==> config.mk <==
export PLATFORM = sky130hd
export DESIGN_NAME = sram_spi_host
export DESIGN_NICKNAME = d
export VERILOG_FILES = /design/src/rtl/sram_spi_pkg.sv /design/src/rtl/spi_half_timer.sv /design/src/rtl/spi_byte_shift.sv /design/src/rtl/sram_spi_host.sv
export SDC_FILE = /design/constraint.sdc
export NUM_CORES = 1
export LEC_CHECK = 0
export BUFFER_PORTS_ARGS = -buffer_cell sky130_fd_sc_hd__buf_4
export CORE_AREA = 2 2 132 134
export DETAILED_ROUTE_END_ITERATION = 10
export DIE_AREA = 0 0 134 136
export MAX_ROUTING_LAYER = met4
export PLACE_DENSITY = 0.58
export SLEW_MARGIN = 20
export SYNTH_ARGS = -nofsm -noshare
export SYNTH_HDL_FRONTEND = slang
export SYNTH_HIERARCHICAL = 1
export SYNTH_SLANG_ARGS = --single-unit
==> constraint.sdc <==
create_clock -name clk -period 6.6 [get_ports clk]
set_input_delay 1.32 -clock clk [delete_from_list [all_inputs] [get_ports clk]]
set_output_delay 1.32 -clock clk [all_outputs]
set_load 0.02 [all_outputs]
==> src/rtl/sram_spi_pkg.sv <==
// Shared types for the serial SRAM host engine: request codes,
// controller states and the request-to-instruction mapping.
package sram_spi_pkg;

    typedef enum logic [1:0] {
        OP_MODE_WR = 2'd0,
        OP_MODE_RD = 2'd1,
        OP_DATA_WR = 2'd2,
        OP_DATA_RD = 2'd3
    } op_e;

    typedef enum logic [2:0] {
        ST_IDLE,
        ST_BIT,
        ST_NEXT,
        ST_TAIL,
        ST_GAP
    } state_e;

    // Instruction byte that opens a frame for each request kind.
    function automatic logic [7:0] instr_of(op_e op);
        case (op)
            OP_MODE_WR: return 8'h01;
            OP_MODE_RD: return 8'h05;
            OP_DATA_WR: return 8'h02;
            default:    return 8'h03;
        endcase
    endfunction

endpackage

==> src/rtl/spi_half_timer.sv <==
// Half-period timer: while enabled, pulses tick once every
// half_div system clocks (0 treated as 1). Restarts from zero when
// disabled. Assumes half_div is stable while enabled.
module spi_half_timer #(
    parameter int DIV_W = 8
) (
    input  logic             clk,
    input  logic             rst_n,
    input  logic             en,
    input  logic [DIV_W-1:0] half_div,
    output logic             tick
);
    logic [DIV_W-1:0] cnt;
    logic [DIV_W-1:0] div_eff;

    assign div_eff = (half_div == '0) ? DIV_W'(1) : half_div;
    assign tick    = en && (cnt >= div_eff - 1'b1);

    // Count system clocks inside the current half period.
    always_ff @(posedge clk) begin
        if (!rst_n || !en || tick) cnt <= '0;
        else                       cnt <= cnt + 1'b1;
    end

    // the count never runs past the half period while enabled.
    assert_cnt_range_R4: assert property (@(posedge clk) disable iff (!rst_n)
        en && $stable(half_div) |-> cnt < div_eff);
endmodule

==> src/rtl/spi_byte_shift.sv <==
// Byte shifter for SPI mode 0: the transmit byte is loaded with its
// MSB on the data line, MISO is sampled on each rise strobe and the
// next bit is shifted out on each fall strobe.
module spi_byte_shift (
    input  logic       clk,
    input  logic       rst_n,
    input  logic       load,
    input  logic [7:0] load_byte,
    input  logic       rise,
    input  logic       fall,
    input  logic       miso,
    output logic       mosi,
    output logic [7:0] rx_byte
);
    logic [7:0] tx_sr;

    assign mosi = tx_sr[7];

    // Transmit register: load a new byte or move to the next bit.
    always_ff @(posedge clk) begin
        if (!rst_n)    tx_sr <= '0;
        else if (load) tx_sr <= load_byte;
        else if (fall) tx_sr <= {tx_sr[6:0], 1'b0};
    end

    // Receive register: gather one MISO bit per rising serial edge.
    always_ff @(posedge clk) begin
        if (!rst_n)    rx_byte <= '0;
        else if (rise) rx_byte <= {rx_byte[6:0], miso};
    end
endmodule

==> src/rtl/sram_spi_host.sv <==
// Serial SRAM host engine. Takes one request at a time and runs it
// as a single chip-select-low frame: instruction, address bytes for
// data requests, then payload. The serial clock is parked low between
// bytes whenever a client stream is not ready. Assumes clk_half_div
// does not change while busy.
module sram_spi_host
    import sram_spi_pkg::*;
#(
    parameter int DIV_W      = 8,
    parameter int LEN_W      = 8,
    parameter int ADDR_BYTES = 2,
    localparam int ADDR_W    = 8 * ADDR_BYTES
) (
    input  logic              clk,
    input  logic              rst_n,
    input  logic [DIV_W-1:0]  clk_half_div,
    input  logic              cmd_valid,
    output logic              cmd_ready,
    input  logic [1:0]        cmd_op,
    input  logic [ADDR_W-1:0] cmd_addr,
    input  logic [LEN_W-1:0]  cmd_len,
    input  logic [7:0]        cmd_mode,
    input  logic              wr_valid,
    output logic              wr_ready,
    input  logic [7:0]        wr_data,
    output logic              rd_valid,
    input  logic              rd_ready,
    output logic [7:0]        rd_data,
    output logic              busy,
    output logic              spi_cs_n,
    output logic              spi_sclk,
    input  logic              spi_miso,
    output logic              spi_mosi
);
    localparam int CNT_W = LEN_W + 2;

    state_e            state;
    op_e               op_q;
    logic [ADDR_W-1:0] addr_q;
    logic [7:0]        mode_q;
    logic [CNT_W-1:0]  total_q, byte_idx, hdr_cnt, pay_len;
    logic [2:0]        bit_cnt;
    logic              sclk_q, cs_n_q, gap_cnt;
    logic              tick, rise, fall, accept, is_pay, op_reads, go, push;
    logic              need_wr, need_rd, cmd_is_data;
    logic [7:0]        addr_byte, next_tx, load_byte, rx_byte;

    assign cmd_ready   = (state == ST_IDLE);
    assign busy        = !cmd_ready;
    assign accept      = cmd_valid && cmd_ready;
    assign cmd_is_data = cmd_op[1];
    assign pay_len     = (cmd_len == '0) ? CNT_W'(1) : CNT_W'(cmd_len);
    assign hdr_cnt     = (op_q == OP_DATA_WR || op_q == OP_DATA_RD)
                         ? CNT_W'(1 + ADDR_BYTES) : CNT_W'(1);
    assign is_pay      = byte_idx >= hdr_cnt;
    assign op_reads    = (op_q == OP_MODE_RD) || (op_q == OP_DATA_RD);
    assign rise        = (state == ST_BIT) && tick && !sclk_q;
    assign fall        = (state == ST_BIT) && tick && sclk_q;
    assign push        = fall && (bit_cnt == 3'd7) && is_pay && op_reads;
    assign need_wr     = (state == ST_NEXT) && is_pay && (op_q == OP_DATA_WR);
    assign need_rd     = (state == ST_NEXT) && is_pay && op_reads;
    assign go          = (state == ST_NEXT) && (!need_wr || wr_valid) && (!need_rd || !rd_valid);
    assign wr_ready    = need_wr;
    assign spi_cs_n    = cs_n_q;
    assign spi_sclk    = sclk_q;

    // Pick the address byte that belongs at the current header slot.
    always_comb begin
        addr_byte = '0;
        for (int k = 0; k < ADDR_BYTES; k++)
            if (byte_idx == CNT_W'(k + 1)) addr_byte = addr_q[ADDR_W-1-8*k -: 8];
    end

    // Choose the next byte to shift: address, mode byte, write data or filler.
    always_comb begin
        if (!is_pay)                  next_tx = addr_byte;
        else if (op_q == OP_MODE_WR)  next_tx = mode_q;
        else if (op_q == OP_DATA_WR)  next_tx = wr_data;
        else                          next_tx = 8'h00;
        load_byte = accept ? instr_of(op_e'(cmd_op)) : next_tx;
    end

    spi_half_timer #(.DIV_W(DIV_W)) u_timer (
        .clk      (clk),
        .rst_n    (rst_n),
        .en       (state == ST_BIT || state == ST_TAIL || state == ST_GAP),
        .half_div (clk_half_div),
        .tick     (tick)
    );

    spi_byte_shift u_shift (
        .clk       (clk),
        .rst_n     (rst_n),
        .load      (accept || go),
        .load_byte (load_byte),
        .rise      (rise),
        .fall      (fall),
        .miso      (spi_miso),
        .mosi      (spi_mosi),
        .rx_byte   (rx_byte)
    );

    // Frame sequencer: accept, shift bytes, stall, release select, gap.
    always_ff @(posedge clk) begin
        if (!rst_n) begin
            state    <= ST_IDLE;
            op_q     <= OP_MODE_WR;
            addr_q   <= '0;
            mode_q   <= '0;
            total_q  <= '0;
            byte_idx <= '0;
            bit_cnt  <= '0;
            sclk_q   <= 1'b0;
            cs_n_q   <= 1'b1;
            gap_cnt  <= 1'b0;
        end else begin
            case (state)
                ST_IDLE: if (accept) begin
                    op_q     <= op_e'(cmd_op);
                    addr_q   <= cmd_addr;
                    mode_q   <= cmd_mode;
                    total_q  <= cmd_is_data ? CNT_W'(1 + ADDR_BYTES) + pay_len : CNT_W'(2);
                    byte_idx <= '0;
                    bit_cnt  <= '0;
                    cs_n_q   <= 1'b0;
                    state    <= ST_BIT;
                end
                ST_BIT: if (tick) begin
                    sclk_q <= !sclk_q;
                    if (sclk_q) begin
                        bit_cnt <= bit_cnt + 1'b1;
                        if (bit_cnt == 3'd7) begin
                            byte_idx <= byte_idx + 1'b1;
                            state    <= (byte_idx + 1'b1 == total_q) ? ST_TAIL : ST_NEXT;
                        end
                    end
                end
                ST_NEXT: if (go) state <= ST_BIT;
                ST_TAIL: if (tick) begin
                    cs_n_q  <= 1'b1;
                    gap_cnt <= 1'b0;
                    state   <= ST_GAP;
                end
                ST_GAP: if (tick) begin
                    if (gap_cnt) state <= ST_IDLE;
                    gap_cnt <= 1'b1;
                end
                default: state <= ST_IDLE;
            endcase
        end
    end

    // Read stream holding register: fill on a completed read byte, clear on accept.
    always_ff @(posedge clk) begin
        if (!rst_n) begin
            rd_valid <= 1'b0;
            rd_data  <= '0;
        end else if (push) begin
            rd_valid <= 1'b1;
            rd_data  <= rx_byte;
        end else if (rd_valid && rd_ready) begin
            rd_valid <= 1'b0;
        end
    end

    // an accepted request drops chip select and reports busy next cycle.
    assert_accept_busy_R8: assert property (@(posedge clk) disable iff (!rst_n)
        accept |=> busy && !spi_cs_n);
    // the serial clock stays low while chip select is high.
    assert_sclk_idle_R4: assert property (@(posedge clk) disable iff (!rst_n)
        spi_cs_n |-> !spi_sclk);
    // data out is steady through each serial high phase.
    assert_mosi_hold_R4: assert property (@(posedge clk) disable iff (!rst_n)
        spi_sclk && $past(spi_sclk) |-> $stable(spi_mosi));
    // a pending read byte is held until taken.
    assert_rd_hold_R7: assert property (@(posedge clk) disable iff (!rst_n)
        rd_valid && !rd_ready |=> rd_valid && $stable(rd_data));
    // write data is only taken while the serial clock is parked low.
    assert_wr_park_R7: assert property (@(posedge clk) disable iff (!rst_n)
        wr_ready |-> !spi_sclk && !spi_cs_n);
    // a released chip select stays high for more than one cycle.
    assert_cs_gap_R3: assert property (@(posedge clk) disable iff (!rst_n)
        $rose(spi_cs_n) |=> spi_cs_n);
endmodule

======== After elaboration in Yosys (flattened, before gate mapping) ========
Cells that the tools add are included.
storage, ports and cells
  flip-flop bits (word level) ............. 88
  output and inout port bits .............. 15
operators by class
  add/sub/neg operators ................... 5
  order comparisons ....................... 2
  equality and inequality tests ........... 21
  muxes and demuxes ....................... 39
  reductions and logical operators ........ 47
operators by type and width
  operator                                               number
  2-to-1 mux 8 bit                                       10
  2-to-1 mux 10 bit                                      4
  2-to-1 mux 3 bit                                       11
  case mux 10 bit (2 select lines)                       1
  zero test 8 bit                                        2
  case mux 3 bit (5 select lines)                        1
  logical AND 1 bit                                      14
  inequality test 2 bit (second input constant)          6
  adder 10 x 1 -> 10 bit (second input constant)         1
  equality test 10 x 1 -> 1 bit (second input constant)  1
  equality test 10 bit                                   1
  equality test 10 x 2 -> 1 bit (second input constant)  1
  greater-or-equal comparator 10 x 2 -> 1 bit            1
  nonzero test 2 bit                                     5
  adder 2 x 8 -> 9 bit (first input constant)            1
  logical OR 1 bit                                       9
  2-to-1 mux 9 bit                                       1
  case mux 3 bit (3 select lines)                        1
  adder 8 x 1 -> 8 bit (second input constant)           1
  greater-or-equal comparator 8 bit                      1
  AND reduction 8 bit                                    1
  subtractor 8 x 1 -> 8 bit (second input constant)      1
  zero test 1 bit                                        7
  equality test 2 bit (second input constant)            3
  other kinds (16)                                       29

======== Logic depth before layout (Yosys ltp) ========
  depth in word-level cells ............... 12
  depth in mapped cells ................... 17
  gate-level depth less buffers ........... 16

======== Modules after synthesis ========
The synthesis kept the hierarchy.
modules (own cells, without submodules)
  module          instances  cells each  area each (um^2)  sequential area each (um^2)
  sram_spi_host   1          457         3,619.7           1,261.2
  spi_byte_shift  1          60          714.4             320.3
  spi_half_timer  1          73          620.6             160.2

======== Worst setup path before layout ========
Ideal clock, no wire load.
  path type ............................... input-to-reg
  start ................................... input port clk_half_div[2]
  end ..................................... register u_shift.tx_sr[1]
  setup time .............................. 0.116 ns
  arrival ................................. 4.573 ns
  data required time ...................... 6.484 ns
  path slack .............................. 1.911 ns
  cell stages on the path ................. 17
  buffers on the path ..................... 1
  path through ............................ or4_4 > nor3_2 > a21oi_1 > ha_1 > inv_1 > nor2_1 > xnor2_1 > ha_1 > nand2_1 > nor3_1 > o21a_1 > nand3_1 > a211o_1 > nor3_2 > buf_6 > mux2_4 > o211a_1
between the ends
  word-level cells in the longest chain between the ends .. 8
ends and longest elaborated chain
  element                                  RTL line              source
  from (decl)                              sram_spi_host.sv:16   input logic [DIV_W-1:0] clk_half_div,
  zero test 8 bit                          spi_half_timer.sv:16  assign div_eff = (half_div == '0) ? DIV_W'(1) : half_div;
  2-to-1 mux 8 bit (*)                     spi_half_timer.sv:16
  subtractor 8 x 1 -> 8 bit (*)            spi_half_timer.sv:17  assign tick = en && (cnt >= div_eff - 1'b1);
  greater-or-equal comparator 8 bit (*)    spi_half_timer.sv:17
  logical AND 1 bit (*)                    spi_half_timer.sv:17
  named net tick                           sram_spi_host.sv:44   logic tick, rise, fall, accept, is_pay, op_reads, go, push;
  logical AND 1 bit (*) (2 in a row)       sram_spi_host.sv:58   assign fall = (state == ST_BIT) && tick && sclk_q;
  named net fall                           sram_spi_host.sv:44
  nonzero test 2 bit (no source line) (*)  -
  to (signal assigned)                     spi_byte_shift.sv:22  else if (load) tx_sr <= load_byte;
  to (signal assigned)                     spi_byte_shift.sv:23  else if (fall) tx_sr <= {tx_sr[6:0], 1'b0};
  to (decl)                                spi_byte_shift.sv:15  logic [7:0] tx_sr;
Mark *: on every way through the listed nets, which the timed path passes. The rest lies on a longest branch.
A chain may end at the register's enable or synchronous reset.

======== Final worst setup path ========
  start ................................... input port clk_half_div[2]
  end ..................................... register u_shift.tx_sr[2]
Same word-level chain as after synthesis.

==> impl_metrics.ini <==
[status]
status = complete, no violations

[cells_and_area]
layout.nets = 709
regArea_mm2 = 0.001742
nFillCells = 1757
stdcell_count = 866
diodes = 0
multi_input_area_mm2 = 0.002977
area_growth_pct = 20.00
drive_gt1_share_pct = 17.16

[timing]
fin_crit_ns = 5.099
skew_ns = 0.01325
tightest_slew_ns = 0.9015
grt_setup_unrepaired = false
finalMaxSlewViolations = 0
period_share_pct = 77.26
setup_viol = 0
fmax_mhz = 196.1
tns_ns = 0
hold_viol = 0
max_slew_margin_pct = 39.57

[clocking]
insertion_delay_ns = 0.35
clk_pin_slew_ns = 0.07
cts_max_level = 3
cts_tree = yes
root_buffer = clkbuf_16
cts_sinks = 87
cts_resized = 0
cts_hold_buf = 0
numCtsBuffers = 9
clockBufferDepth = 2
post_cts_buffers = 0

[global_route]
grt_pass1_wl_mm = 19.17
grt_max_degree = 82
grt_pass1_vias = 3957
gr-total-overflow = 0
track_usage_pct = 13.51
antenna_found_initial = 0

[yosys]
ys_seq_elements = 87
syn_inst = 590
synth_top_family_by_area = simple AND/OR/NAND/NOR gates
synth-edff-count = 0
synth_fa_ha_area_share_pct = 4.293
synth-xor-area-share_pct = 4.596
synthFlopType = dfxtp_1
synth_area_per_cell_um2 = 8.398
syn_area_mm2 = 0.004955
synth.area.mux_share_pct = 7.399
synth-async-reset-ratio_pct = 0
synthSimpleGateAreaFrac_pct = 25.61
ys_seq_area_share_pct = 35.15
ys_warn_count = 6
synth_cell_types = 59
synth_compound_area_share_pct = 18.13
syn_nets = 663

[pwr]
p_total_mw = 1.283
cellPowerDensity_mw_per_mm2 = 215.7
peakVddDrop_mv = 0.1606
cellLeakagePower_nw = 2.315

[floorplan]
io-pin-count = 71
die_w_um = 134
fp.dieArea_mm2 = 0.01822
num_rows = 48
initial_utilization_pct = 29.36
core_area_mm2 = 0.01688
fp.dieH_um = 136

[place]
dp_cells = 850
hpwl_mm = 7.954
place.port_buffers = 70
finalWeightedCongestion = 0.8091

[critical_path]
crit_type = input port to register
reg2reg_slack_ns = 3.24
worstPathRequired_ns = 6.85
r2r-start = state[0]
cp-start-kind = input port
worst_path_max_delay_cell = nor3_2
r2r_end = u_shift/tx_sr[2]
crit_buf_inv = 2
path_cells = buf_4, or4_4, nor3_2, a21oi_1, ha_1, inv_1, nor2_1, xnor2_1, ha_1, nand2_1, nor3_1, o21a_1, nand3_1, a211o_1, nor3_2, mux2_4, o211a_1
worst_ep_arrival_time_ns = 5.35
cp-end-kind = register
slowest_delay_ns = 0.70
cp_max_fo = 9
cp_top_family = simple AND/OR/NAND/NOR gates
r2r_cells = 8

[route]
drt-vias-per-instance = 4.663
drt_iter0_drc = 153
wl_per_cell_um = 13.27
drt_wl_total_mm = 11.49
ant_nets = 0
drc = 0
vias = 4038
firstDrtPassIters = 4

[min_path]
holdCritPathClass = register to register
min_to = addr_q[14]
hold_start = addr_q[14]
min_path_cells = 2

[job]
drv_cap = 0
[worst max-delay path by stage]
| stage | startpoint | to | slack (ns) | depth (start not counted) |
|---|---|---|---|---|
| after floorplan | clk_half_div[2] | u_shift/tx_sr[1] | 1.91 | 17 |
| after global placement | clk_half_div[2] | u_shift/tx_sr[4] | 1.18 | 17 |
| after detailed placement | clk_half_div[2] | u_shift/tx_sr[2] | 1.13 | 17 |
| after CTS | clk_half_div[2] | u_shift/tx_sr[2] | 1.50 | 17 |
| after global routing | clk_half_div[2] | u_shift/tx_sr[2] | 1.23 | 17 |
| final | clk_half_div[2] | u_shift/tx_sr[2] | 1.50 | 17 |
[sequential cells by signal, summed over array words and instances (netlist names), 2 cells and up]
name	flops
addr_q	16
byte_idx	10
total_q	9
mode_q	8
rd_data	8
u_shift/rx_byte	8
u_shift/tx_sr	8
u_timer/cnt	8
bit_cnt	3
state	3
op_q	2
[where the power goes]
group          leakage (nW)  internal (mW)  switching, mW
clock network         0.166          0.371          0.224
registers             0.708          0.542         0.0137
logic                  1.44         0.0657         0.0658
[final cells by class]
class                      instances  area share [%]
clock buffer                       9           3.788
sequential                        87           29.29
timing repair buffer              73           9.217
multi-input combinational        451           50.06
tap                              225           4.735
clock inverter                     7           2.020
inverter                          14          0.8838
[metal layers]
metal	part of all wire, %	vias to the layer above	GRT usage, %	routed length [µm]
li1	-	2147	-	-
met1	51	1812	17.40	5829
met2	44	66	21.03	5070
met3	3.4	13	2.498	386
met4	1.7	0	5.319	201
met5	0	-	-	0
[layout by cell type, fill, tap and decap left out, drive strengths merged, types with 4 or more instances in the layout]
cell type,n
nand2b,15
o21a,7
ha,17
inv,15
buf,73
and3,7
nor3,14
mux2i,25
nor2,41
nand3b,10
a21oi,29
o211a,10
nand4,4
mux2,8
nand3,21
or3,4
xnor2,15
dfxtp,87
o21ai,21
a21boi,37
and2,5
nor2b,29
xor2,11
a22oi,6
nand2,83
clkbuf,9
nor4,4
[cells in the mapped netlist, types with 13 or more instances]
library cell / count / share of area [%]
mux2i_1: 25 / 5.1
inv_1: 14 / 1.1
a21boi_0: 33 / 5.0
a21oi_1: 29 / 2.9
nand3_1: 21 / 2.1
dfxtp_1: 87 / 35
nor2b_1: 29 / 3.7
xnor2_1: 15 / 2.7
ha_1: 17 / 4.3
o21ai_0: 21 / 2.1
nor2_1: 41 / 3.1
clkbuf_1: 18 / 1.4
nand2_1: 83 / 6.3
buf_2: 13 / 1.3
nand2b_1: 15 / 1.9
[kinds of logic after synthesis]
family | Yosys count
DFF | 87
AOI/OAI and AO/OA | 129
adders and majority gates | 17
muxes | 33
xor gates and xnor gates | 26
buffers and inverters | 52
and+or+nand+nor | 246
[worst reg2reg max path, cell delays in order (launching register included)]
cell      delay [ns]
dfxtp_1         0.63
nand2b_1        0.32
o21ai_0         0.21
o21a_1          0.31
nand3_1         0.15
a211o_1         0.38
nor3_2          0.70
mux2_4          0.36
o211a_1         0.20
[stage by stage]
step	hold slack, ns	area (µm²)	util (%)	worst slack [ns]
5_1_grt	0.4809	5946	35.23	1.232
3_5_place_dp	0.4538	5598	33.17	1.127
3_3_place_gp	0.4459	5598	33.17	1.185
6_report	0.4623	5946	35.23	1.501
2_1_floorplan	0.4300	4955	-	1.911
4_1_cts	0.4683	5943	35.22	1.503
Note: power is estimated with default switching activity, not from simulation.
